File: src/rtl/i2c_cmd_pkg.sv
package i2c_cmd_pkg;
  localparam int CTL_W     = 4;
  localparam int CMD_W     = 2;
  localparam int ACK_BIT   = 2;
  localparam int FLUSH_BIT = 3;

  typedef enum logic [2:0] {
    OP_ACK    = 3'd0,
    OP_NACK   = 3'd1,
    OP_RSTART = 3'd2,
    OP_RDBYTE = 3'd3,
    OP_WRBYTE = 3'd4,
    OP_STOP   = 3'd5
  } eng_op_e;

  typedef enum logic [1:0] {
    BUS_IDLE  = 2'd0,
    BUS_OWNER = 2'd1,
    BUS_BUSY  = 2'd2
  } bus_st_e;

  typedef enum logic [CMD_W-1:0] {
    CMD_NONE   = 2'd0,
    CMD_RSTART = 2'd1,
    CMD_XFER   = 2'd2,
    CMD_STOP   = 2'd3
  } cmd_e;
endpackage

File: src/rtl/i2c_cmd_decode.sv
module i2c_cmd_decode
  import i2c_cmd_pkg::*;
(
  input  logic             ctrl_wr,
  input  logic [CTL_W-1:0] ctrl_wdata,
  input  logic             ack_q,
  input  logic             smart_en,
  input  logic             data_rd,
  input  logic             flush,
  input  bus_st_e          bus_st,
  input  logic             dir_read,
  input  logic             seq_idle,
  output logic             start,
  output logic             need_ack,
  output eng_op_e          ack_op,
  output eng_op_e          follow_op,
  output logic             err
);
  cmd_e cmd;
  logic ack_eff, cmd_wr, ok, smart_go;

  assign cmd      = cmd_e'(ctrl_wdata[CMD_W-1:0]);
  // a same-write ack bit applies to the command it accompanies
  assign ack_eff  = ctrl_wr ? ctrl_wdata[ACK_BIT] : ack_q;
  assign cmd_wr   = ctrl_wr && (cmd != CMD_NONE) && !flush;
  assign ok       = seq_idle && (bus_st == BUS_OWNER);
  // command write takes precedence over a smart read in the same cycle
  assign smart_go = !cmd_wr && !flush && smart_en && data_rd && ok && dir_read;
  assign start    = (cmd_wr && ok) || smart_go;
  assign err      = cmd_wr && !ok;
  assign need_ack = dir_read;
  assign ack_op   = ack_eff ? OP_NACK : OP_ACK;

  always_comb begin
    follow_op = OP_RDBYTE;
    if (!smart_go) begin
      unique case (cmd)
        CMD_RSTART: follow_op = OP_RSTART;
        CMD_XFER:   follow_op = dir_read ? OP_RDBYTE : OP_WRBYTE;
        CMD_STOP:   follow_op = OP_STOP;
        default:    follow_op = OP_RDBYTE;
      endcase
    end
  end
endmodule

File: src/rtl/i2c_req_seq.sv
module i2c_req_seq
  import i2c_cmd_pkg::*;
(
  input  logic    clk,
  input  logic    rst_n,
  input  logic    flush,
  input  logic    start,
  input  logic    need_ack,
  input  eng_op_e ack_op,
  input  eng_op_e follow_op,
  input  logic    data_rdy,
  input  logic    req_ready,
  input  logic    eng_done,
  output logic    req_valid,
  output eng_op_e req_op,
  output logic    seq_idle,
  output logic    consume,
  output logic    stop_done
);
  typedef enum logic [1:0] {SQ_IDLE, SQ_HOLD, SQ_REQ, SQ_WAIT} sq_e;

  sq_e     st;
  eng_op_e cur, nxt;
  logic    has_nxt;

  always_ff @(posedge clk) begin
    if (!rst_n) begin
      st      <= SQ_IDLE;
      cur     <= OP_ACK;
      nxt     <= OP_ACK;
      has_nxt <= 1'b0;
    end else if (flush) begin
      st      <= SQ_IDLE;
      has_nxt <= 1'b0;
    end else begin
      unique case (st)
        SQ_IDLE: if (start) begin
          has_nxt <= need_ack;
          nxt     <= follow_op;
          if (need_ack) begin
            cur <= ack_op;
            st  <= SQ_REQ;
          end else begin
            cur <= follow_op;
            st  <= (follow_op == OP_WRBYTE && !data_rdy) ? SQ_HOLD : SQ_REQ;
          end
        end
        SQ_HOLD: if (data_rdy) st <= SQ_REQ;
        SQ_REQ:  if (req_ready) st <= SQ_WAIT;
        SQ_WAIT: if (eng_done) begin
          if (has_nxt) begin
            cur     <= nxt;
            has_nxt <= 1'b0;
            st      <= SQ_REQ;
          end else begin
            st <= SQ_IDLE;
          end
        end
        default: st <= SQ_IDLE;
      endcase
    end
  end

  assign req_valid = (st == SQ_REQ);
  assign req_op    = cur;
  assign seq_idle  = (st == SQ_IDLE);
  assign consume   = req_valid && req_ready && (cur == OP_WRBYTE);
  assign stop_done = (st == SQ_WAIT) && eng_done && !has_nxt && (cur == OP_STOP);
endmodule

File: src/rtl/i2c_bus_track.sv
module i2c_bus_track
  import i2c_cmd_pkg::*;
(
  input  logic    clk,
  input  logic    rst_n,
  input  logic    flush,
  input  logic    ext_busy,
  input  logic    addr_wr,
  input  logic    addr_rw,
  input  logic    data_wr,
  input  logic    consume,
  input  logic    stop_done,
  input  logic    seq_idle,
  input  logic    cmd_fault,
  output bus_st_e bus_st,
  output logic    dir_read,
  output logic    data_rdy,
  output logic    cmd_err
);
  logic addr_ok;

  assign addr_ok = addr_wr && (bus_st != BUS_BUSY) && seq_idle;

  always_ff @(posedge clk) begin
    if (!rst_n || flush) begin
      bus_st   <= BUS_IDLE;
      dir_read <= 1'b0;
      data_rdy <= 1'b0;
      cmd_err  <= 1'b0;
    end else begin
      if (cmd_fault || (addr_wr && !addr_ok)) cmd_err <= 1'b1;

      if (addr_ok) begin
        bus_st   <= BUS_OWNER;
        dir_read <= addr_rw;
      end else if (stop_done) begin
        bus_st <= BUS_IDLE;
      end else if (bus_st == BUS_IDLE && ext_busy) begin
        bus_st <= BUS_BUSY;
      end else if (bus_st == BUS_BUSY && !ext_busy) begin
        bus_st <= BUS_IDLE;
      end

      if (data_wr)                 data_rdy <= 1'b1;
      else if (consume || addr_ok) data_rdy <= 1'b0;
    end
  end
endmodule

File: src/rtl/i2c_cmd_ctrl.sv
module i2c_cmd_ctrl
  import i2c_cmd_pkg::*;
(
  input  logic             clk,
  input  logic             rst_n,
  input  logic             smart_en,
  input  logic             ext_busy,
  input  logic             ctrl_wr,
  input  logic [CTL_W-1:0] ctrl_wdata,
  output logic [CTL_W-1:0] ctrl_rdata,
  input  logic             addr_wr,
  input  logic             addr_rw,
  input  logic             data_wr,
  input  logic             data_rd,
  output logic             req_valid,
  input  logic             req_ready,
  output logic [2:0]       req_op,
  input  logic             eng_done,
  output logic [1:0]       bus_state,
  output logic             dir_read,
  output logic             cmd_err
);
  logic    ack_q, flush, start, need_ack, dec_err;
  logic    seq_idle, consume, stop_done, data_rdy;
  eng_op_e ack_op, follow_op, op_q;
  bus_st_e bus_st;

  assign flush = ctrl_wr && ctrl_wdata[FLUSH_BIT];

  always_ff @(posedge clk) begin
    if (!rst_n)       ack_q <= 1'b0;
    else if (ctrl_wr) ack_q <= ctrl_wdata[ACK_BIT];
  end

  always_comb begin
    ctrl_rdata          = '0;
    ctrl_rdata[ACK_BIT] = ack_q;
  end

  i2c_cmd_decode u_dec (
    .ctrl_wr(ctrl_wr), .ctrl_wdata(ctrl_wdata), .ack_q(ack_q),
    .smart_en(smart_en), .data_rd(data_rd), .flush(flush),
    .bus_st(bus_st), .dir_read(dir_read), .seq_idle(seq_idle),
    .start(start), .need_ack(need_ack), .ack_op(ack_op),
    .follow_op(follow_op), .err(dec_err)
  );

  i2c_req_seq u_seq (
    .clk(clk), .rst_n(rst_n), .flush(flush), .start(start),
    .need_ack(need_ack), .ack_op(ack_op), .follow_op(follow_op),
    .data_rdy(data_rdy), .req_ready(req_ready), .eng_done(eng_done),
    .req_valid(req_valid), .req_op(op_q), .seq_idle(seq_idle),
    .consume(consume), .stop_done(stop_done)
  );

  i2c_bus_track u_bus (
    .clk(clk), .rst_n(rst_n), .flush(flush), .ext_busy(ext_busy),
    .addr_wr(addr_wr), .addr_rw(addr_rw), .data_wr(data_wr),
    .consume(consume), .stop_done(stop_done), .seq_idle(seq_idle),
    .cmd_fault(dec_err), .bus_st(bus_st), .dir_read(dir_read),
    .data_rdy(data_rdy), .cmd_err(cmd_err)
  );

  assign req_op    = op_q;
  assign bus_state = bus_st;
endmodule

File: config.mk
export PLATFORM = sky130hd
export DESIGN_NAME = i2c_cmd_ctrl
export DESIGN_NICKNAME = d
export VERILOG_FILES = /design/src/rtl/i2c_cmd_pkg.sv /design/src/rtl/i2c_cmd_decode.sv /design/src/rtl/i2c_req_seq.sv /design/src/rtl/i2c_bus_track.sv /design/src/rtl/i2c_cmd_ctrl.sv
export SDC_FILE = /design/constraint.sdc
export NUM_CORES = 1
export LEC_CHECK = 0
export BUFFER_PORTS_ARGS = -buffer_cell sky130_fd_sc_hd__buf_2
export CAP_MARGIN = 20
export CORE_ASPECT_RATIO = 0.7
export CORE_MARGIN = 3
export CORE_UTILIZATION = 40
export CTS_CLUSTER_SIZE = 16
export DETAILED_ROUTE_END_ITERATION = 12
export PLACE_DENSITY = 0.72
export SETUP_SLACK_MARGIN = 0.3
export SLEW_MARGIN = 20
export SYNTH_ARGS = -nofsm -noshare
export SYNTH_HDL_FRONTEND = slang
export SYNTH_SLANG_ARGS = --single-unit
File: constraint.sdc
create_clock -name clk -period 3 [get_ports clk]
set_clock_uncertainty 0.15 [all_clocks]
set_input_delay 0.15 -clock clk [delete_from_list [all_inputs] [get_ports clk]]
set_output_delay 0.15 -clock clk [all_outputs]
set_load 0.01 [all_outputs]
==> flow_summary.ini, run 1 <==
[run_status]
outcome = completed

[power_and_ir_drop]
net-switching-power_w = 0.000117
combPwrFrac_pct = 18.1
totalPowerFinal_w = 0.000411
p_leak_nw = 0.472
p_int_w = 0.000294
pwr-share-clk_pct = 28.7
pwr-share-seq_pct = 53.2
p_sw_share_pct = 28.5
p_per_area_nw_per_um2 = 404
vdd_drop_max_mv = 0.187

[synth]
yosys.area_share.simple_pct = 26.3
synth_top_family_by_area = simple AND/OR/NAND/NOR gates
ys_types = 38
synth_seq_cells = 15
syn_avg_cell_area_um2 = 8.69
async_flop_share_pct = 0
synth_area_um2 = 843
synthXorXnorAreaFrac_pct = 1.04
ys_seq_area_share_pct = 35.6
ys.flop_type = dfxtp_1
synthAdderAreaFrac_pct = 0
yosysWarnings = 0
synth_edf_count = 0
synth_compound_area_share_pct = 22.8
syn_inst = 97
muxShareOfSynthArea_pct = 7.27

[clock_tree]
cts_setup_buffers = 0
cts_root_buf = clkbuf_4
clk-insertion-delay-late_ns = 0.29
cts_tree = yes
cts_made_buffers = 3
clock_path_buffers = 2
htreeDepth = 1
clkTransAtPathRegs_ns = 0.10
cts.sinks = 15
cts_resized = 0
ctsHoldBuffers = 4

[global_route]
grtUsageMet2_pct = 23.9
grt_pass1_wl_mm = 3.27
grt_antenna_before_repair = 0
grt_max_degree = 14
overflow = 0
grt_pass1_vias = 704
grt_util_met3_pct = 6.12
top_usage_layer = met1
grt.total_usage_pct = 16.7
met1_usage_pct = 24.8

[finish]
fin_cells = 145
fin_util_pct = 53.0
nNetsFinal = 139
diodes = 0
drive_gt1_share_pct = 26.8
area_growth_pct = 20.6

[routing]
drt_wl_total_mm = 2.05
vias = 808
vias_per_cell = 5.57
final_antenna_net_count = 0
wl_per_cell_um = 14.1
drtPass1Iterations = 4
drt_first_iter_violations = 40
drc_errors = 0

[min_path]
hold_path_class = primary input to register
hold_depth = 2

[sta]
fmax_mhz = 511
hold_viol = 0
fin_crit_sh_pct = 65.2
rsz0062_at_grt = false
setup_viol = 0
worst_hold_slack_ns = 0.00225
fin_setup_tns_ns = 0
maxSlewViolCount = 0
period_needed_ns = 1.96

[worst_setup_path]
worstPathRequired_ns = 3.03
cp_max_fo = 11
path_class = register to register
reg2regPathDepth = 4
cp.arrival_ns = 1.99
crit_path_start_kind = register
worst_setup_path_end_kind = register

[place]
io_buffers = 23
dp.cells = 137
dp_hpwl_mm = 1.54
gp_congestion = 0.787

[flow_run]
max_cap_violations = 0

[die]
ioPinCount = 27
die_area_um2 = 2700
initial_core_util_pct = 43.9
die_x_um = 60.9
die_h_um = 44.4
std_cell_rows = 13
core_um2 = 1920
## critical path: stages (launching register included)
cell      delay (ns)
dfxtp_1         0.41
or4b_4          0.61
a221oi_4        0.37
o21ai_0         0.17
o211a_1         0.15
## cells in the final DEF (no fill, tap or decap), types with 2 or more instances in the layout
master,count
o21ai_0,5
inv_1,3
a221oi_1,2
dfxtp_1,15
mux2i_1,5
a31oi_1,3
nand2_1,10
clkbuf_4,3
dlygate4sd3_1,4
and3_1,2
o211a_1,3
nor2b_1,4
a21oi_1,4
buf_2,23
nor2_1,6
nand2b_1,3
o211ai_1,2
conb_1,3
nand3_1,3
## synth_stat cells, types with 2 or more instances
cell type | number | share of area [%]
nand3_1 | 3 | 1.8
buf_4 | 4 | 3.6
o211a_1 | 3 | 3.6
a21oi_1 | 4 | 2.4
a31oi_1 | 3 | 2.2
nor2b_1 | 4 | 3.0
dfxtp_1 | 15 | 36
buf_2 | 2 | 1.2
inv_1 | 3 | 1.3
nand2b_1 | 3 | 2.2
nor2_1 | 6 | 2.7
mux2i_1 | 5 | 5.9
o21ai_0 | 5 | 3.0
o211ai_1 | 2 | 1.8
nand2_1 | 10 | 4.5
and3_1 | 2 | 1.5
a221oi_1 | 2 | 2.1
## stage by stage
step	setup slack, ns	area, um^2
floorplan	1.24	851
global placement	1.13	950
detailed placement	1.06	950
CTS	1.04	1020
global route	0.898	1020
finish	1.04	1020
## power by group through the flow
stage,logic [W],registers (W),clock network [W]
2_1_floorplan,0.0000455,0.000222,0
3_3_place_gp,0.0000684,0.000223,0
3_5_place_dp,0.0000699,0.000223,0
4_1_cts,0.0000745,0.000218,0.000122
5_1_grt,0.0000826,0.000220,0.000131
6_report,0.0000744,0.000219,0.000118
## logic make-up after synthesis
group,Yosys count
xor+xnor,1
simple gates,39
compound gates,25
mux,6
flops,15
buf+inv,10
other cells,1
## per-layer routing
metal,share of wire (%),vias to the layer above
met5,0,-
met4,0,0
met3,10,0
met2,41,41
met1,49,368
li1,-,399
## area by class of cell
type / count / area (um^2)
fillers: 192 / 902
multi-input cells: 74 / 495
flip-flops and latches: 15 / 300
repair buffers: 27 / 155
well taps: 22 / 27.5
clock buffers: 3 / 22.5
inverters: 3 / 11.3
clock inverters: 1 / 5.00
## flip-flops by register name, summed over array words and instances, names as in the netlist
name	count
u_seq.nxt	3
u_bus.data_rdy	1
u_bus.dir_read	1
ack_q	1
u_bus.bus_st	2
u_seq.has_nxt	1
u_seq.req_op	3
u_seq.st	2
u_bus.cmd_err	1
## worst paths after layout
check / startpoint / slack [ns] / end
min reg2reg: u_seq.nxt[2] / 0.34 / u_seq.nxt[2]
max reg2reg: u_seq.st[0] / 1.04 / u_seq.req_op[2]
max: u_seq.st[0] / 1.04 / u_seq.req_op[2]
min: rst_n / 0.002 / u_seq.nxt[1]
Power figures use the tool's default switching activity.
==> run 2: changes to the inputs <==
--- a/config.mk
+++ b/config.mk
@@ -12,7 +12,7 @@
 export CORE_UTILIZATION = 40
 export CTS_CLUSTER_SIZE = 16
 export DETAILED_ROUTE_END_ITERATION = 12
-export PLACE_DENSITY = 0.72
+export PLACE_DENSITY = 0.75
 export SETUP_SLACK_MARGIN = 0.3
 export SLEW_MARGIN = 20
 export SYNTH_ARGS = -nofsm -noshare
==> constraint.sdc (replaced) <==
create_clock -name clk -period 1.7 [get_ports clk]
set_clock_uncertainty 0.15 [all_clocks]
set_input_delay 0.085 -clock clk [delete_from_list [all_inputs] [get_ports clk]]
set_output_delay 0.085 -clock clk [all_outputs]
set_load 0.01 [all_outputs]
==> flow_summary.ini, run 2 (synthesis results as in run 1) <==
[global_route]
grt_pass1_vias = 827
overflow = 0
grt.total_usage_pct = 20.2
grt_pass1_wl_mm = 4.00
grt_antenna_before_repair = 0
grt_max_degree = 11

[sta]
fin_setup_tns_ns = -0.328
worst_hold_slack_ns = 0.0738
post-route-worst-setup-slack_ns = -0.0610
worst_pin_slew_ns = 0.525
fmax_mhz = 568
rsz0062_at_grt = true
hold_viol = 0
relSlewSlack_pct = 64.6
maxSlewViolCount = 0
period_needed_ns = 1.76
setup_viol = 7
fin_crit_sh_pct = 104

[power_and_ir_drop]
p_sw_share_pct = 29.7
pwr-share-clk_pct = 27.5
net-switching-power_w = 0.000237
combPwrFrac_pct = 24.4
p_per_area_nw_per_um2 = 619
pwr-share-seq_pct = 48.1
p_leak_nw = 0.602
p_int_w = 0.000560
vdd_drop_max_mv = 0.587

[worst_setup_path]
path_class = register to register
crit_path_start_kind = register
reg2reg_slack_ns = -0.06
r2r_start = u_seq.st[1]
worst_setup_path_end_kind = register
cp-endpoint = u_seq.req_op[0]
reg2regPathDepth = 5
cp.arrival_ns = 1.79
cp-startpoint = u_seq.st[1]
r2r-end = u_seq.req_op[0]
cp_max_fo = 5
worstPathRequired_ns = 1.72

[clock_tree]
cts_tree = yes
cts.sinks = 15
cts_root_buf = clkbuf_4
cts_made_buffers = 3
clkTransAtPathRegs_ns = 0.10
clk-insertion-delay-late_ns = 0.29
clock_path_buffers = 2
htreeDepth = 1

[flow_run]
max_cap_violations = 0

[finish]
drive_gt1_share_pct = 45.5
final_area_um2 = 1290
final_common_cell = buf_2
diodes = 0
fillCellCount = 146
regArea_um2 = 308
multi_input_area_um2 = 569
final_cell_mix = buf_2 (23), buf_4 (11), nand2_1 (9), dfxtp_1 (9)
nNetsFinal = 159
area_growth_pct = 52.7

[min_path]
hold_path_class = primary input to register
hold_path.startpoint = eng_done

[place]
io_buffers = 23
place_area_um2 = 1010
dp_hpwl_mm = 1.63
gp_congestion = 0.775

[routing]
vias = 924
drc_errors = 0
wl_per_cell_um = 16.0
vias_per_cell = 5.60
drtPass1Iterations = 4
final_antenna_net_count = 0
drt_wl_total_mm = 2.64
drt_first_iter_violations = 61

[die]
std_cell_rows = 13
ioPinCount = 27
initial_core_util_pct = 43.9
die_h_um = 44.4
die_x_um = 60.9
die_area_um2 = 2700
core_um2 = 1920

[run_status]
outcome = finished with violations
violations = negative setup slack
## run 2: power by group through the flow
stage / logic [W] / clock network, W / registers, W
global placement: 0.000136 / 0 / 0.000389
CTS: 0.000167 / 0.000216 / 0.000381
detailed placement: 0.000141 / 0 / 0.000389
finish: 0.000194 / 0.000219 / 0.000383
floorplan: 0.0000819 / 0 / 0.000393
global route: 0.000209 / 0.000243 / 0.000386
## run 2: final cells by class
type / count / area share, %
repair buffers: 47 / 26.8
clock buffers: 4 / 2.04
inverters: 3 / 0.875
flip-flops and latches: 15 / 23.9
multi-input cells: 74 / 44.2
well taps: 22 / 2.14
## run 2: through the flow
stage / setup WS (ns) / utilization, % / std cells / total power, W
finish: -0.0610 / 67.1 / 165 / 0.000797
global route: -0.112 / 67.1 / 165 / 0.000837
CTS: -0.0365 / 60.9 / 158 / 0.000765
detailed placement: -0.108 / 52.5 / 144 / 0.000529
global placement: -0.0609 / 52.5 / 144 / 0.000525
floorplan: -0.0145 / - / 99 / 0.000475
## run 2: worst min-delay path by stage
stage / end / slack, ns / cells after the start
after floorplan: u_bus.data_rdy / 0.05 / 2
after global placement: u_bus.data_rdy / 0.15 / 3
after detailed placement: u_bus.data_rdy / 0.15 / 3
after CTS: u_seq.st[0] / 0.06 / 4
after global routing: u_seq.nxt[2] / 0.09 / 4
final: u_seq.st[0] / 0.07 / 5
## run 2: what timing repair did
| action | 4_1_cts | 5_1_grt |
|---|---|---|
| gates cloned | 0 | 1 |
| buffers inserted | 4 | 6 |
| hold buffers | 6 | 0 |
| setup endpoints to repair | 11 | 13 |
| endpoints found under the hold margin | 11 | 0 |
| pin swaps | 4 | 10 |
| resized for setup | 11 | 13 |
## run 2: per-layer routing
layer  vias up  routed length [um]  global-route usage, %
li1        441                   -                      -
met1       423                1230                   29.0
met2        54                1130                   29.0
met3         6                 227                   6.41
met4         0                  41                   5.19
met5         -                   0                      0
## run 2: critical path: stages, from the launching register on
cell      delay, ns
dfxtp_2        0.33
or4b_4         0.57
a221oi_4       0.24
buf_6          0.16
or2_4          0.12
a31oi_1        0.07
